==> src/rtl/dsp_regmove_pkg.sv <==
package dsp_regmove_pkg;

    localparam int IW = 4;
    localparam int NREG = 16;

    localparam logic [IW-1:0] IDX_ONES = 4'd0;
    localparam logic [IW-1:0] IDX_ACC  = 4'd3;
    localparam logic [IW-1:0] IDX_STK  = 4'd5;
    localparam logic [IW-1:0] IDX_PROD = 4'd7;
    localparam logic [IW-1:0] IDX_ALO  = 4'd15;

    typedef enum logic [1:0] {
        S_IDLE  = 2'd0,
        S_FETCH = 2'd1,
        S_WRITE = 2'd2
    } mv_state_t;

    typedef struct packed {
        logic [IW-1:0] dst;
        logic [IW-1:0] src;
    } mv_op_t;

    function automatic logic is_wide(input logic [IW-1:0] idx);
        return (idx == IDX_ACC) || (idx == IDX_PROD);
    endfunction

endpackage

==> src/rtl/dsp_regmove_ctrl.sv <==
module dsp_regmove_ctrl
    import dsp_regmove_pkg::*;
(
    input  logic          clk,
    input  logic          rst_n,
    input  logic          mv_strobe,
    input  logic [7:0]    mv_op,
    output logic          accept,
    output logic          busy,
    output logic          fetch_ph,
    output logic          write_ph,
    output logic [IW-1:0] src_idx,
    output logic [IW-1:0] dst_idx
);

    mv_state_t state_q, state_d;
    mv_op_t    op_q;
    logic      req_ok;

    assign req_ok = mv_strobe && (mv_op != 8'h00);

    always_ff @(posedge clk or negedge rst_n) begin
        if (!rst_n) begin
            state_q <= S_IDLE;
            op_q    <= '0;
        end else begin
            state_q <= state_d;
            if (accept)
                op_q <= mv_op_t'(mv_op);
        end
    end

    always_comb begin
        state_d = state_q;
        unique case (state_q)
            S_IDLE:  if (req_ok) state_d = S_FETCH;
            S_FETCH: state_d = S_WRITE;
            S_WRITE: state_d = S_IDLE;
            default: state_d = S_IDLE;
        endcase
    end

    always_comb begin
        accept   = 1'b0;
        busy     = 1'b0;
        fetch_ph = 1'b0;
        write_ph = 1'b0;
        unique case (state_q)
            S_IDLE:  accept = req_ok;
            S_FETCH: begin
                busy     = 1'b1;
                fetch_ph = 1'b1;
            end
            S_WRITE: begin
                busy     = 1'b1;
                write_ph = 1'b1;
            end
            default: ;
        endcase
    end

    assign src_idx = op_q.src;
    assign dst_idx = op_q.dst;

endmodule

==> src/rtl/dsp_regmove_xfer.sv <==
module dsp_regmove_xfer
    import dsp_regmove_pkg::*;
#(
    parameter int DW = 16
) (
    input  logic [IW-1:0]   src_idx,
    input  logic [IW-1:0]   dst_idx,
    input  logic [2*DW-1:0] src_val,
    output logic [2*DW-1:0] fmt_val
);

    localparam int WW = 2 * DW;

    logic src_w, dst_w;

    assign src_w = is_wide(src_idx);
    assign dst_w = is_wide(dst_idx);

    always_comb begin
        unique case ({src_w, dst_w})
            2'b00: fmt_val = {{DW{1'b0}}, src_val[DW-1:0]};
            2'b10: fmt_val = {{DW{1'b0}}, src_val[WW-1:DW]};
            2'b01: fmt_val = {src_val[DW-1:0], {DW{1'b0}}};
            default: fmt_val = src_val;
        endcase
    end

endmodule

==> src/rtl/dsp_regmove_stack.sv <==
module dsp_regmove_stack #(
    parameter int DW    = 16,
    parameter int DEPTH = 6,
    parameter int CW    = $clog2(DEPTH + 1)
) (
    input  logic          clk,
    input  logic          rst_n,
    input  logic          push,
    input  logic          pop,
    input  logic [DW-1:0] push_data,
    output logic [DW-1:0] top,
    output logic          err
);

    logic [DW-1:0] mem_q [DEPTH];
    logic [CW-1:0] cnt_q;
    logic          full, empty, push_ok, pop_ok;

    assign full    = (cnt_q == CW'(DEPTH));
    assign empty   = (cnt_q == '0);
    assign push_ok = push && !full;
    assign pop_ok  = pop && !empty;

    generate
        for (genvar k = 0; k < DEPTH; k++) begin : g_lvl
            always_ff @(posedge clk or negedge rst_n) begin
                if (!rst_n)
                    mem_q[k] <= '0;
                else if (push_ok && (cnt_q == CW'(k)))
                    mem_q[k] <= push_data;
            end
        end
    endgenerate

    always_comb begin
        top = '0;
        for (int k = 0; k < DEPTH; k++)
            if (cnt_q == CW'(k + 1))
                top = mem_q[k];
    end

    always_ff @(posedge clk or negedge rst_n) begin
        if (!rst_n) begin
            cnt_q <= '0;
            err   <= 1'b0;
        end else begin
            if (push_ok)
                cnt_q <= cnt_q + 1'b1;
            else if (pop_ok)
                cnt_q <= cnt_q - 1'b1;
            if ((push && full) || (pop && empty))
                err <= 1'b1;
        end
    end

endmodule

==> src/rtl/dsp_regmove_regs.sv <==
module dsp_regmove_regs
    import dsp_regmove_pkg::*;
#(
    parameter int DW = 16
) (
    input  logic            clk,
    input  logic            rst_n,
    input  logic            we,
    input  logic [IW-1:0]   widx,
    input  logic [2*DW-1:0] wdata,
    input  logic [DW-1:0]   stk_top,
    input  logic [IW-1:0]   ra_idx,
    input  logic [IW-1:0]   rb_idx,
    output logic [2*DW-1:0] ra_data,
    output logic [2*DW-1:0] rb_data
);

    localparam int WW = 2 * DW;

    logic [WW-1:0] view [NREG];

    generate
        for (genvar i = 0; i < NREG; i++) begin : g_ent
            if (i == int'(IDX_ONES)) begin : g_ones
                assign view[i] = {{DW{1'b0}}, {DW{1'b1}}};
            end else if (i == int'(IDX_STK)) begin : g_stk
                assign view[i] = {{DW{1'b0}}, stk_top};
            end else if (i == int'(IDX_ALO)) begin : g_alo
                assign view[i] = {{DW{1'b0}}, view[IDX_ACC][DW-1:0]};
            end else if (i == int'(IDX_ACC)) begin : g_acc
                logic [WW-1:0] q;
                always_ff @(posedge clk or negedge rst_n) begin
                    if (!rst_n)
                        q <= '0;
                    else if (we && (widx == IDX_ACC))
                        q <= wdata;
                    else if (we && (widx == IDX_ALO))
                        q[DW-1:0] <= wdata[DW-1:0];
                end
                assign view[i] = q;
            end else if (i == int'(IDX_PROD)) begin : g_prod
                logic [WW-1:0] q;
                always_ff @(posedge clk or negedge rst_n) begin
                    if (!rst_n)
                        q <= '0;
                    else if (we && (widx == IDX_PROD))
                        q <= wdata;
                end
                assign view[i] = q;
            end else begin : g_nar
                logic [DW-1:0] q;
                always_ff @(posedge clk or negedge rst_n) begin
                    if (!rst_n)
                        q <= '0;
                    else if (we && (widx == IW'(i)))
                        q <= wdata[DW-1:0];
                end
                assign view[i] = {{DW{1'b0}}, q};
            end
        end
    endgenerate

    assign ra_data = view[ra_idx];
    assign rb_data = view[rb_idx];

endmodule

==> src/rtl/dsp_regmove.sv <==
module dsp_regmove
    import dsp_regmove_pkg::*;
#(
    parameter int DW        = 16,
    parameter int STK_DEPTH = 6
) (
    input  logic            clk,
    input  logic            rst_n,
    input  logic            mv_strobe,
    input  logic [7:0]      mv_op,
    input  logic            ld_strobe,
    input  logic [3:0]      ld_idx,
    input  logic [2*DW-1:0] ld_data,
    input  logic [3:0]      rd_idx,
    output logic [2*DW-1:0] rd_data,
    output logic            mv_busy,
    output logic            stk_err
);

    localparam int WW  = 2 * DW;
    localparam int SCW = $clog2(STK_DEPTH + 1);

    logic          accept, fetch_ph, write_ph;
    logic [IW-1:0] src_idx, dst_idx;
    logic [WW-1:0] src_val, fmt_val, xfer_q;
    logic [DW-1:0] stk_top, push_data;
    logic          ld_ok, mv_we, mv_push, ld_push, pop;
    logic          we;
    logic [IW-1:0] widx;
    logic [WW-1:0] wdata;

    dsp_regmove_ctrl u_ctrl (
        .clk      (clk),
        .rst_n    (rst_n),
        .mv_strobe(mv_strobe),
        .mv_op    (mv_op),
        .accept   (accept),
        .busy     (mv_busy),
        .fetch_ph (fetch_ph),
        .write_ph (write_ph),
        .src_idx  (src_idx),
        .dst_idx  (dst_idx)
    );

    dsp_regmove_xfer #(.DW(DW)) u_xfer (
        .src_idx(src_idx),
        .dst_idx(dst_idx),
        .src_val(src_val),
        .fmt_val(fmt_val)
    );

    always_ff @(posedge clk or negedge rst_n) begin
        if (!rst_n)
            xfer_q <= '0;
        else if (fetch_ph)
            xfer_q <= fmt_val;
    end

    assign ld_ok   = ld_strobe && !mv_busy && !accept;
    assign pop     = fetch_ph && (src_idx == IDX_STK);
    assign mv_push = write_ph && (dst_idx == IDX_STK);
    assign mv_we   = write_ph && (dst_idx != IDX_STK) && (dst_idx != IDX_ONES);
    assign ld_push = ld_ok && (ld_idx == IDX_STK);

    always_comb begin
        we    = 1'b0;
        widx  = dst_idx;
        wdata = xfer_q;
        if (mv_we) begin
            we = 1'b1;
        end else if (ld_ok && (ld_idx != IDX_STK) && (ld_idx != IDX_ONES)) begin
            we    = 1'b1;
            widx  = ld_idx;
            wdata = ld_data;
        end
    end

    assign push_data = mv_push ? xfer_q[DW-1:0] : ld_data[DW-1:0];

    dsp_regmove_stack #(.DW(DW), .DEPTH(STK_DEPTH), .CW(SCW)) u_stk (
        .clk      (clk),
        .rst_n    (rst_n),
        .push     (mv_push || ld_push),
        .pop      (pop),
        .push_data(push_data),
        .top      (stk_top),
        .err      (stk_err)
    );

    dsp_regmove_regs #(.DW(DW)) u_regs (
        .clk    (clk),
        .rst_n  (rst_n),
        .we     (we),
        .widx   (widx),
        .wdata  (wdata),
        .stk_top(stk_top),
        .ra_idx (src_idx),
        .rb_idx (rd_idx),
        .ra_data(src_val),
        .rb_data(rd_data)
    );

endmodule

==> config.mk <==
export PLATFORM = sky130hd
export DESIGN_NAME = dsp_regmove
export DESIGN_NICKNAME = d
export VERILOG_FILES = /design/src/rtl/dsp_regmove_pkg.sv /design/src/rtl/dsp_regmove_ctrl.sv /design/src/rtl/dsp_regmove_xfer.sv /design/src/rtl/dsp_regmove_stack.sv /design/src/rtl/dsp_regmove_regs.sv /design/src/rtl/dsp_regmove.sv
export SDC_FILE = /design/constraint.sdc
export NUM_CORES = 1
export LEC_CHECK = 0
export ABC_CLOCK_PERIOD_IN_PS = 3700
export BUFFER_PORTS_ARGS = -buffer_cell sky130_fd_sc_hd__buf_2
export CAP_MARGIN = 20
export CORE_UTILIZATION = 50
export DETAILED_ROUTE_END_ITERATION = 10
export PLACE_DENSITY_LB_ADDON = 0.08
export SETUP_SLACK_MARGIN = 0.05
export SLEW_MARGIN = 0
export SYNTH_ARGS = -nofsm -noshare
export SYNTH_HDL_FRONTEND = slang
export SYNTH_HIERARCHICAL = 1
export SYNTH_SLANG_ARGS = --single-unit
==> constraint.sdc <==
create_clock -name clk -period 3.7 [get_ports clk]
set_input_delay 0.185 -clock clk [delete_from_list [all_inputs] [get_ports clk]]
set_output_delay 0.185 -clock clk [all_outputs]
set_load 0.01 [all_outputs]
# ---- Word-level counts from Yosys, hierarchy flattened
# Cells that the tools add are included.
dict set report word_totals {
  regBits 382
  inputBits 52
  out_inout_bits 34
  word_cells 147
}
dict set report op_classes {
  n_addsub 2
  n_lt_le_gt_ge 2
  n_eq_ne 34
  muxes 30
  n_bitwise 2
  n_reduce_logical 51
}
# op n
set ops {}
lappend ops {{$bmux 32 s4} 2}
lappend ops {{$mux 32} 6}
lappend ops {{$mux 16} 9}
lappend ops {{$pmux 32 s3} 1}
lappend ops {{$logic_and 1x1->1} 34}
lappend ops {{$eq 4x3->1 const B} 8}
lappend ops {{$eq 4x4->1 const B} 8}
lappend ops {{$eq 4x2->1 const B} 4}
lappend ops {{$ge 5x5->1 const B} 2}
lappend ops {{$not 4->5} 2}
lappend ops {{$eq 3x3->1 const B} 3}
lappend ops {{$mux 4} 2}
lappend ops {{$ne 4x3->1 const B} 2}
lappend ops {{$reduce_bool 4->1} 2}
lappend ops {{$reduce_bool 8->1} 1}
lappend ops {{$eq 3x2->1 const B} 2}
lappend ops {{$mux 1} 6}
lappend ops {{$mux 3} 2}
lappend ops {{$eq 2x1->1 const B} 2}
lappend ops {{$eq 2x2->1 const B} 2}
lappend ops {{$eq 4x1->1 const B} 1}
lappend ops {{$logic_not 1->1} 4}
lappend ops {{$logic_not 2->1} 2}
lappend ops {{$logic_or 1x1->1} 4}
lappend ops {{9 further kinds} 10}

# ---- Depth between registers and ports, before layout
# Gate-level depths: netlist of run 1.
dict set report logic_depth {
  word_depth 14
  depth_mapped 16
  depth_no_buf 11
}

# ---- Hierarchy
# Netlist of run 1, hierarchy kept.
# module instances cells_per_inst area_each_um2 seq_area_each_um2
set modules_own_cells {}
lappend modules_own_cells {dsp_regmove_regs 1 951 13191.4 6005.8}
lappend modules_own_cells {dsp_regmove_stack 1 424 5212.5 2502.4}
lappend modules_own_cells {dsp_regmove 1 139 1989.4 800.8}
lappend modules_own_cells {dsp_regmove_xfer 1 111 743.2 0.0}
lappend modules_own_cells {dsp_regmove_ctrl 1 35 459.2 250.2}

# ---- Least setup slack after synthesis of run 1
# OpenSTA, ideal clock, no wires.
dict set report synth_path {
  path_type {flip-flop to flip-flop}
  start {reg u_ctrl.state_q[0]}
  end {reg u_regs.g_ent[3].g_acc.q[16]}
  setup_ns 0.125
  arrival_ns 3.233
  t_required_ns 3.575
  path_slack_ns 0.342
  stages_incl_launch_ff 16
  n_path_buf 4
  synth_period_minus_slack_ns 3.358
  path_cell_list {dfrtp_1 inv_1 ha_1 and2_1 buf_2 o21ai_4 inv_1 nor3b_2 nand3_4 buf_6 a32o_1 nor3b_1 nor2b_1 buf_2 buf_4 mux2_2}
}
dict set report synth_via {
  elab_cells_between_ends 23
  classes_between {eq/ne: 3; mux: 9; reduce/logical: 11}
}
# element line
set synth_rtl {}
lappend synth_rtl {{from (decl)} dsp_regmove_ctrl.sv:16} ;# mv_state_t state_q, state_d;
lappend synth_rtl {{from (signal assigned)} dsp_regmove_ctrl.sv:27} ;# state_q <= state_d;
lappend synth_rtl {{$logic_not 2->1} dsp_regmove_ctrl.sv:48} ;# unique case (state_q)
lappend synth_rtl {{$mux 1} dsp_regmove_ctrl.sv:48}
lappend synth_rtl {{net accept} dsp_regmove.sv:23} ;# logic accept, fetch_ph, write_ph;
lappend synth_rtl {{$logic_not 1->1} dsp_regmove.sv:59} ;# assign ld_ok = ld_strobe && !mv_busy && !accept;
lappend synth_rtl {{$logic_and 1x1->1} dsp_regmove.sv:59}
lappend synth_rtl {{$logic_and 1x1->1 (2 in series)} dsp_regmove.sv:71} ;# end else if (ld_ok && (ld_idx != IDX_STK) && (ld_idx != IDX_ONES)) begin
lappend synth_rtl {{$mux 4} dsp_regmove.sv:71}
lappend synth_rtl {{$mux 4} dsp_regmove.sv:69} ;# if (mv_we) begin
lappend synth_rtl {{net widx[3]} dsp_regmove.sv:29} ;# logic [IW-1:0] widx;
lappend synth_rtl {{$eq 4x2->1} dsp_regmove_regs.sv:35} ;# else if (we && (widx == IDX_ACC))
lappend synth_rtl {{$logic_and 1x1->1} dsp_regmove_regs.sv:35}
lappend synth_rtl {{to (signal assigned)} dsp_regmove_regs.sv:36} ;# q <= wdata;
lappend synth_rtl {{to (signal, indexed assignment)} dsp_regmove_regs.sv:38} ;# q[DW-1:0] <= wdata[DW-1:0];
lappend synth_rtl {{to (decl)} dsp_regmove_regs.sv:31} ;# logic [WW-1:0] q;
# The timed path passes the listed nets, and every way through them passes these cells.
# A chain may end at the register's enable or synchronous reset.

# ---- Worst setup path in the final report of run 1
dict set report layout_path {
  start {reg u_stk.cnt_q[0]}
  end {out rd_data[13]}
}
dict set report layout_via {
  elab_chain_cells 10
  elab_cells_between_ends 15
  classes_between {eq/ne: 6; mux: 9}
}
# element line
set layout_rtl {}
lappend layout_rtl {{from (decl)} dsp_regmove_stack.sv:16} ;# logic [CW-1:0] cnt_q;
lappend layout_rtl {{from (signal assigned)} dsp_regmove_stack.sv:48} ;# cnt_q <= cnt_q + 1'b1;
lappend layout_rtl {{from (signal assigned)} dsp_regmove_stack.sv:50} ;# cnt_q <= cnt_q - 1'b1;
lappend layout_rtl {{$eq 3x1->1} dsp_regmove_stack.sv:38} ;# if (cnt_q == CW'(k + 1))
lappend layout_rtl {{$mux 16 (5 in series)} dsp_regmove_stack.sv:38}
lappend layout_rtl {{$mux 16 (*)} dsp_regmove_stack.sv:38}
lappend layout_rtl {{net stk_top[13]} dsp_regmove.sv:26} ;# logic [DW-1:0] stk_top, push_data;
lappend layout_rtl {{$bmux 32 s4 (*)} dsp_regmove_regs.sv:64} ;# assign rb_data = view[rb_idx];
lappend layout_rtl {{$mux 32 (implied by the code) (*) (2 in series)} dsp_regmove_regs.sv:64}
lappend layout_rtl {{to (decl)} dsp_regmove.sv:15} ;# output logic [2*DW-1:0] rd_data,
# The timed path passes the listed nets; every way through them passes the cells marked *. The select of a mux whose other input is x is not followed.

==> results.md, run 1 <==
- Area post-placement: 22800 um2
- Path type of the worst min-delay path: primary input to flip-flop
- Post-detailed-route via-to-cell ratio: 6.41
- Core Box Area: 42200 um2
- Total track usage: 30.0%
- Post-Route WL: 64800 um
- Worst VDD drop: 0.418 mV
- CP peak stage delay: 0.52 ns
- Number of warnings issued by yosys: 6
- Hold_ws: 0.120 ns
- Psw: 7.76 mW
- Worst slew margin relative to its limit: 36.2%
- Pin count of the biggest net entering global routing: 103
- Wire per inst: 27.6 um
- Crit-path slowest cell: sky130_fd_sc_hd__mux4_2
- Final critical delay including setup and external delays: 3.59 ns
- Count of buffers inserted at the top-level ports: 85
- Setup slack on the worst flop-to-flop path: 0.21 ns
- Setup repair after global routing missed its margin: true
- PwrDens: 833 nW/um2
- Total negative slack for setup checks: 0 ns
- Timing-limited maximum frequency: 0.278 GHz
- Static leakage: 11.4 nW
- Register cell area after layout: 9570 um2
- Leading post-synthesis cells by cell area: sky130_fd_sc_hd__dfrtp_1 (44%), sky130_fd_sc_hd__mux2_2 (21%), sky130_fd_sc_hd__mux4_2 (9.4%)
- Cell Int Power: 12.9 mW
- Die boundary height: 210 um
- Count of final hold-check violations: 0
- Highest net fanout along the worst path: 55
- Most area-hungry cell type in the Yosys netlist: sky130_fd_sc_hd__dfrtp_1
- First-pass GRT wire length: 98700 um
- Part of the power in registers: 33.6%
- Crit path DAT: 3.41 ns
- Final standard cell area without fillers: 24800 um2
- Final-stage net count: 1838
- Cell with the most instances on the worst path: sky130_fd_sc_hd__buf_4
- Iteration-0 DRC count of the detailed router: 1212
- Clock tree root buffer cell: sky130_fd_sc_hd__clkbuf_16
- Number of antenna violations at the first check in global routing: 2
- Area growth from synthesis to layout: 14.8%
- Required time of the critical path: 3.51 ns
- Yosys reg bits: 382
- Mapped Nets: 1721
- Post-Syn Area per Cell: 13.0 um2
- Worst hold path stage count: 3
- Clock H-tree levels: 2
- Tightest Pin Transition: 0.956 ns
- Number of CTS-inserted buffers: 44
- Clock latency of the later-clocked register in the worst-skew pair: 0.58 ns
- Switching portion of total power: 37.6%
- Remaining global-route overflow: 0
- Number of nets with antenna violations after routing: 0
- Number of detailed-route iterations in the first pass: 5
- Die ar.: 44000 um2
- Distinct cell type count after synthesis: 64
- Count of maximum capacitance violations: 0
- Fillcell total: 3437
- Via count of the first global-routing pass: 15225
- Run status: complete, no violations
- Nature of the critical path startpoint: flip-flop
- Area share of the leading cell type in the synthesized netlist: 44.3%
- Initial Util: 51.1%
- Clock tree from TritonCTS: done
- Crit path capture: rd_data[13]
- CTS Sinks: 382
- Cell types with the highest counts after synthesis: sky130_fd_sc_hd__mux2_2 (401), sky130_fd_sc_hd__dfrtp_1 (382), sky130_fd_sc_hd__mux4_2 (90), sky130_fd_sc_hd__nand2_1 (90), sky130_fd_sc_hd__mux2i_1 (80)
- Relative contribution of the clock network to total power: 22.3%
- Worst flop-to-flop path endpoint: xfer_q[14]$_DFFE_PN0P_
- Final routed DRC violation total: 0
- Final worst clock skew: 0.00963 ns
- Area of the multi-input gates: 11200 um2
- Count leader, synth: sky130_fd_sc_hd__mux2_2
- Largest buffer count on any clock path: 3
- Max-slew violations: 0
- Ratio of final minimum period to clock period: 97.1%
- Path type of the worst setup path: flip-flop to primary output
- Async set-reset flop share out of synthesis: 100%
- Clock transition at path regs: 0.06 ns
- Gate count of the mapped netlist: 1660
- Cell Chain, Critical Path: buf_4, ha_2, buf_12, buf_4, and3b_1, a211oi_1, o311ai_2, buf_4, mux4_2, nand2_1, a31oi_1, buf_2
- Mapped cell area: 21600 um2
- Crit. End Element: primary output
- Depth of the most critical reg-to-reg path: 13
- Inserted Diodes: 0
- Seq/Total Area, Yosys: 44.3%
- Post-synth EDFFs: 0
- Final setup vio count: 0
- Via total after detailed routing: 15048
- Number of ports placed on the die boundary: 86
- Die W: 210 um
- Start point of the critical path: u_stk/cnt_q[0]$_DFFE_PN0P_
- Leading register cell type out of synthesis: sky130_fd_sc_hd__dfrtp_1
- Final GP Congestion: 0.858
- Fraction of final layout cells with drive strength greater than 1: 46.5%
- Critical register-to-register path startpoint: u_stk/cnt_q[0]$_DFFE_PN0P_
- Core Rows: 75
- Estimated wirelength of the detail-placed design: 41900 um
- Combinational share of power: 44.1%
per-stage QoR:
step	setup slack, ns	power [mW]	util (%)	std cells
floorplan	0.342	12.8	-	1660
global placement	0.239	15.6	54.1	2240
detailed placement	0.181	15.8	54.1	2240
CTS	0.0536	20.5	58.5	2344
global route	0.0335	21.6	58.7	2348
finish	0.108	20.6	58.7	2348
critical path, delay by kind of cell, from the launching register on:
family          cells  cell delay [ns]
fa+ha+maj           1             0.18
mux                 1             0.52
simple gates        2             0.29
buf+inv             5             0.86
flops               1             0.43
compound gates      3             0.51
layer usage:
layer / wire length (um) / track usage [%] / vias to the layer above
met5: 0 / 0 / -
met4: 1620 / 8.36 / 0
met3: 4700 / 5.34 / 106
met2: 29300 / 45.7 / 545
met1: 29200 / 44.1 / 7908
li1: - / - / 6489
registers in the layout, indices dropped and copies added (netlist names), 3 cells and up:
signal / flops
u_stk/cnt_q: 3
xfer_q: 32
u_regs/g_ent.g_prod.q: 32
u_ctrl/dst_idx: 4
u_regs/g_ent.g_nar.q: 176
u_stk/mem_q: 96
u_ctrl/src_idx: 4
u_regs/g_ent.g_acc.q: 32
logic make-up after synthesis:
kind of cell	share of synthesized area (%)
adder cells (fa/ha/maj)	0.521
AND/OR/NAND/NOR	6.56
AO/OA/AOI/OAI	8.27
multiplexers	35.9
XOR/XNOR	0.162
buffers and inverters	4.36
flip-flops	44.3
cells in the final DEF, fill, tap and decap left out, types with 14 or more instances in the layout:
| master | Yosys | layout |
|---|---|---|
| sky130_fd_sc_hd__and3b_1 | 16 | 16 |
| sky130_fd_sc_hd__mux4_2 | 90 | 90 |
| sky130_fd_sc_hd__clkbuf_16 | 0 | 45 |
| sky130_fd_sc_hd__buf_4 | 14 | 88 |
| sky130_fd_sc_hd__nor2_1 | 43 | 36 |
| sky130_fd_sc_hd__dfrtp_1 | 382 | 377 |
| sky130_fd_sc_hd__dlygate4sd3_1 | 0 | 26 |
| sky130_fd_sc_hd__mux2i_1 | 80 | 80 |
| sky130_fd_sc_hd__mux2_4 | 20 | 20 |
| sky130_fd_sc_hd__nand3_1 | 19 | 19 |
| sky130_fd_sc_hd__nand2_1 | 90 | 90 |
| sky130_fd_sc_hd__nor2b_1 | 23 | 23 |
| sky130_fd_sc_hd__a21o_1 | 16 | 16 |
| sky130_fd_sc_hd__o21ai_1 | 16 | 16 |
| sky130_fd_sc_hd__a221o_1 | 33 | 33 |
| sky130_fd_sc_hd__buf_2 | 45 | 84 |
| sky130_fd_sc_hd__buf_12 | 1 | 15 |
| sky130_fd_sc_hd__o21a_1 | 18 | 18 |
| sky130_fd_sc_hd__mux2_2 | 401 | 401 |
| sky130_fd_sc_hd__nand3b_1 | 19 | 19 |
| sky130_fd_sc_hd__a211oi_1 | 15 | 14 |
| sky130_fd_sc_hd__inv_1 | 24 | 22 |
| sky130_fd_sc_hd__a31oi_1 | 26 | 25 |
| sky130_fd_sc_hd__o22ai_1 | 48 | 48 |
| sky130_fd_sc_hd__clkbuf_8 | 3 | 15 |
worst min-delay path by stage:
| stage | startpoint | to | slack (ns) |
|---|---|---|---|
| floorplan | rst_n | u_ctrl/dst_idx[0]$_DFFE_PN0P_ | -0.11 |
| global placement | rst_n | u_stk/mem_q[4]$_DFFE_PN0P_ | 0.31 |
| detailed placement | rst_n | u_stk/mem_q[4]$_DFFE_PN0P_ | 0.31 |
| CTS | ld_data[7] | u_stk/mem_q[55]$_DFFE_PN0P_ | 0.08 |
| global route | ld_data[7] | u_stk/mem_q[55]$_DFFE_PN0P_ | 0.11 |
| finish | ld_data[7] | u_stk/mem_q[87]$_DFFE_PN0P_ | 0.12 |
power by group through the flow:
stage | clock [mW] | combinational, mW | sequential, mW
global route | 4.84 | 9.67 | 7.13
detailed placement | 0 | 8.84 | 6.96
finish | 4.61 | 9.10 | 6.93
global placement | 0 | 8.73 | 6.89
floorplan | 0 | 6.37 | 6.40
CTS | 4.68 | 8.94 | 6.90
what timing repair did:
action	CTS	global route
pin swaps	1	5
hold endpoints to repair	138	0
gates resized for setup	12	18
hold buffers	26	0
cloned	0	1
buffers inserted	0	3
setup endpoints to repair	7	15
final cells by class:
cell class | count | share of cell area [%]
multi-input combinational | 1107 | 45.4
sequential | 382 | 38.6
timing repair buffer | 216 | 6.77
clock buffer | 67 | 5.48
tap | 539 | 2.72
clock inverter | 11 | 0.641
inverter | 26 | 0.394
No activity file was read; power rests on OpenSTA's default activity.
==> run 2: changes to the inputs <==
--- a/config.mk
+++ b/config.mk
@@ -6,10 +6,10 @@
 export NUM_CORES = 1
 export LEC_CHECK = 0
 export ABC_CLOCK_PERIOD_IN_PS = 3700
-export BUFFER_PORTS_ARGS = -buffer_cell sky130_fd_sc_hd__buf_2
 export CAP_MARGIN = 20
-export CORE_UTILIZATION = 50
+export CORE_UTILIZATION = 38
 export DETAILED_ROUTE_END_ITERATION = 10
+export DONT_BUFFER_PORTS = 1
 export PLACE_DENSITY_LB_ADDON = 0.08
 export SETUP_SLACK_MARGIN = 0.05
 export SLEW_MARGIN = 0
==> run 2 against run 1 <==
Utilization shrank 14 points. Routed wire length grew 6.9%. Total power grew 0.59%. Sequential share of layout area shrank 0.23 points. Critical path depth shrank 1. Clock power shrank 0.9%. Via count shrank 2.4%. Hold slack lost 0.80 ns. Combinational power grew 1%. The run now ends with negative hold slack, max-slew violations left. Cell count grew 7.1%. Non-clock buffer count shrank 59.
==> results.md, run 2 (synthesis gave the netlist of run 1 again) <==
- Total track usage: 24.6%
- Crit path DAT: 3.39 ns
- Worst flop-to-flop path endpoint: xfer_q[5]$_DFFE_PN0P_
- Max reg flops: 176
- PwrDens: 832 nW/um2
- Nature of the critical path startpoint: flip-flop
- Iteration-0 DRC count of the detailed router: 1089
- Register with the most flip-flops: u_regs/g_ent.g_nar.q
- CTS Hold Buffers Added: 40
- Run status: finished, violations left
- Static leakage: 11.2 nW
- Share of the core filled with cells in the final layout: 44.3%
- Post-detailed-route via-to-cell ratio: 5.84
- Path type of the worst min-delay path: primary input to async pin
- Number of antenna violations at the first check in global routing: 0
- Fillcell total: 5178
- Clock tree from TritonCTS: done
- Hold_ws: -0.684 ns
- Critical register-to-register path startpoint: u_stk/cnt_q[1]$_DFFE_PN0P_
- Largest registers: u_regs/g_ent.g_nar.q: 176 flops, u_stk/mem_q: 96 flops
- Via count of the first global-routing pass: 15015
- Count of maximum capacitance violations: 0
- Final routed DRC violation total: 0
- Post-layout total power: 20.8 mW
- Tightest Pin Transition: 1.76 ns
- Die boundary height: 240 um
- Violations in the final reports: negative hold slack, max-slew violations
- Ratio of final minimum period to clock period: 96.5%
- Die ar.: 57800 um2
- Final worst clock skew: 0.0107 ns
- Depth of the most critical reg-to-reg path: 13
- CTS Sinks: 382
- Number of detailed-route iterations in the first pass: 5
- Worst setup slack after layout: 0.129 ns
- Clock H-tree levels: 2
- Max-slew violations: 154
- Area growth from synthesis to layout: 15.5%
- Timing-limited maximum frequency: 0.280 GHz
- Final-stage net count: 1782
- Final setup vio count: 0
- Worst slew margin relative to its limit: -17.7%
- Largest buffer count on any clock path: 3
- Leading cell type in the layout, fill and taps excluded: sky130_fd_sc_hd__mux2_2
- Worst VDD drop: 0.464 mV
- Final GP Congestion: 0.822
- Core Box Area: 56300 um2
- Estimated wirelength of the detail-placed design: 44600 um
- Remaining global-route overflow: 0
- Post-Route WL: 69300 um
- Initial Util: 38.4%
- Setup slack on the worst flop-to-flop path: 0.18 ns
- Number of ports placed on the die boundary: 86
- Count of final hold-check violations: 382
- Clock tree root buffer cell: sky130_fd_sc_hd__clkbuf_16
- Crit. End Element: primary output
- Path type of the worst setup path: flip-flop to primary output
- Count of buffers inserted at the top-level ports: 0
- Die W: 240 um
- Final critical delay including setup and external delays: 3.57 ns
- First-pass GRT wire length: 104000 um
- Setup slack after placement: -0.450 ns
- Most used cells in the layout excluding fill and tap cells: sky130_fd_sc_hd__mux2_2 (401), sky130_fd_sc_hd__dfrtp_1 (376), sky130_fd_sc_hd__buf_4 (99), sky130_fd_sc_hd__nand2_1 (90), sky130_fd_sc_hd__mux4_2 (90)
- Clock transition at path regs: 0.06 ns
- Highest net fanout along the worst path: 30
- Setup repair after global routing missed its margin: true
- Wire per inst: 27.6 um
- Fraction of final layout cells with drive strength greater than 1: 44.4%
- Pin count of the biggest net entering global routing: 383
- Clock latency of the later-clocked register in the worst-skew pair: 0.58 ns
- Required time of the critical path: 3.51 ns
- Core Rows: 87
- Number of CTS-inserted buffers: 47
- Number of nets with antenna violations after routing: 0
- Via total after detailed routing: 14689
## run 2: through the flow
step                      std cells  hold WS (ns)  cell area (um2)  TNS (ns)
after floorplan                1660        -0.111            21600         0
after global placement         2379       -0.0868            22700     -1.08
after detailed placement       2379       -0.0865            22700     -1.05
after CTS                      2506        -0.704            24800         0
after global routing           2511        -0.700            24900         0
final                          2514        -0.684            24900         0
## run 2: area by class of cell
class / instances / area [um2] / share of cell area (%)
multi-input combinational: 1107 / 11300 / 45.4
clock buffer: 72 / 1400 / 5.62
tap: 756 / 946 / 3.79
antenna: 3 / 7.51 / 0.0301
inverter: 26 / 101 / 0.406
clock inverter: 11 / 108 / 0.431
sequential: 382 / 9570 / 38.4
timing repair buffer: 157 / 1490 / 5.98
## run 2: metal layers
metal	part of all wire, %	track usage [%]	wire length, um
met5	0	0	0
met4	3.0	8.07	2060
met3	5.2	4.09	3630
met2	46	37.8	31800
met1	46	35.1	31800
## run 2: worst max path at each step
stage | startpoint | depth (start not counted) | end | slack [ns]
5_1_grt | u_stk/cnt_q[1]$_DFFE_PN0P_ | 11 | rd_data[5] | 0.01
3_5_place_dp | u_stk/cnt_q[1]$_DFFE_PN0P_ | 13 | xfer_q[5]$_DFFE_PN0P_ | -0.45
6_report | u_stk/cnt_q[1]$_DFFE_PN0P_ | 11 | rd_data[3] | 0.13
3_3_place_gp | u_stk/cnt_q[1]$_DFFE_PN0P_ | 13 | xfer_q[5]$_DFFE_PN0P_ | -0.50
2_1_floorplan | u_ctrl/state_q[0]$_DFFE_PN0P_ | 15 | u_regs/g_ent[3].g_acc.q[16]$_DFFE_PN0P_ | 0.34
4_1_cts | u_stk/cnt_q[1]$_DFFE_PN0P_ | 11 | rd_data[4] | 0.03
## run 2: report_power, final
part	internal, mW	switching (mW)
registers	5.65	1.31
clock network	2.73	1.84
logic	4.51	4.72
total	12.9	7.87
## run 2: repair_timing
action / in CTS / in global routing
gates resized for setup: 23 / 16
buffers inserted: 4 / 5
endpoints found under the setup margin: 18 / 19
cloned: 0 / 0
hold endpoints to repair: 510 / 382
pin swaps: 2 / 3
## run 2: worst max-delay path, stage by stage, from the launching register on
cell and delay, ns:
sky130_fd_sc_hd__dfrtp_2 0.41, sky130_fd_sc_hd__inv_1 0.12, sky130_fd_sc_hd__ha_4 0.21, sky130_fd_sc_hd__buf_12 0.17
sky130_fd_sc_hd__buf_4 0.20, sky130_fd_sc_hd__and3b_1 0.19, sky130_fd_sc_hd__a211oi_1 0.27, sky130_fd_sc_hd__o311ai_2 0.19
sky130_fd_sc_hd__mux4_2 0.55, sky130_fd_sc_hd__nand2_1 0.13, sky130_fd_sc_hd__a31oi_2 0.14, sky130_fd_sc_hd__buf_4 0.22
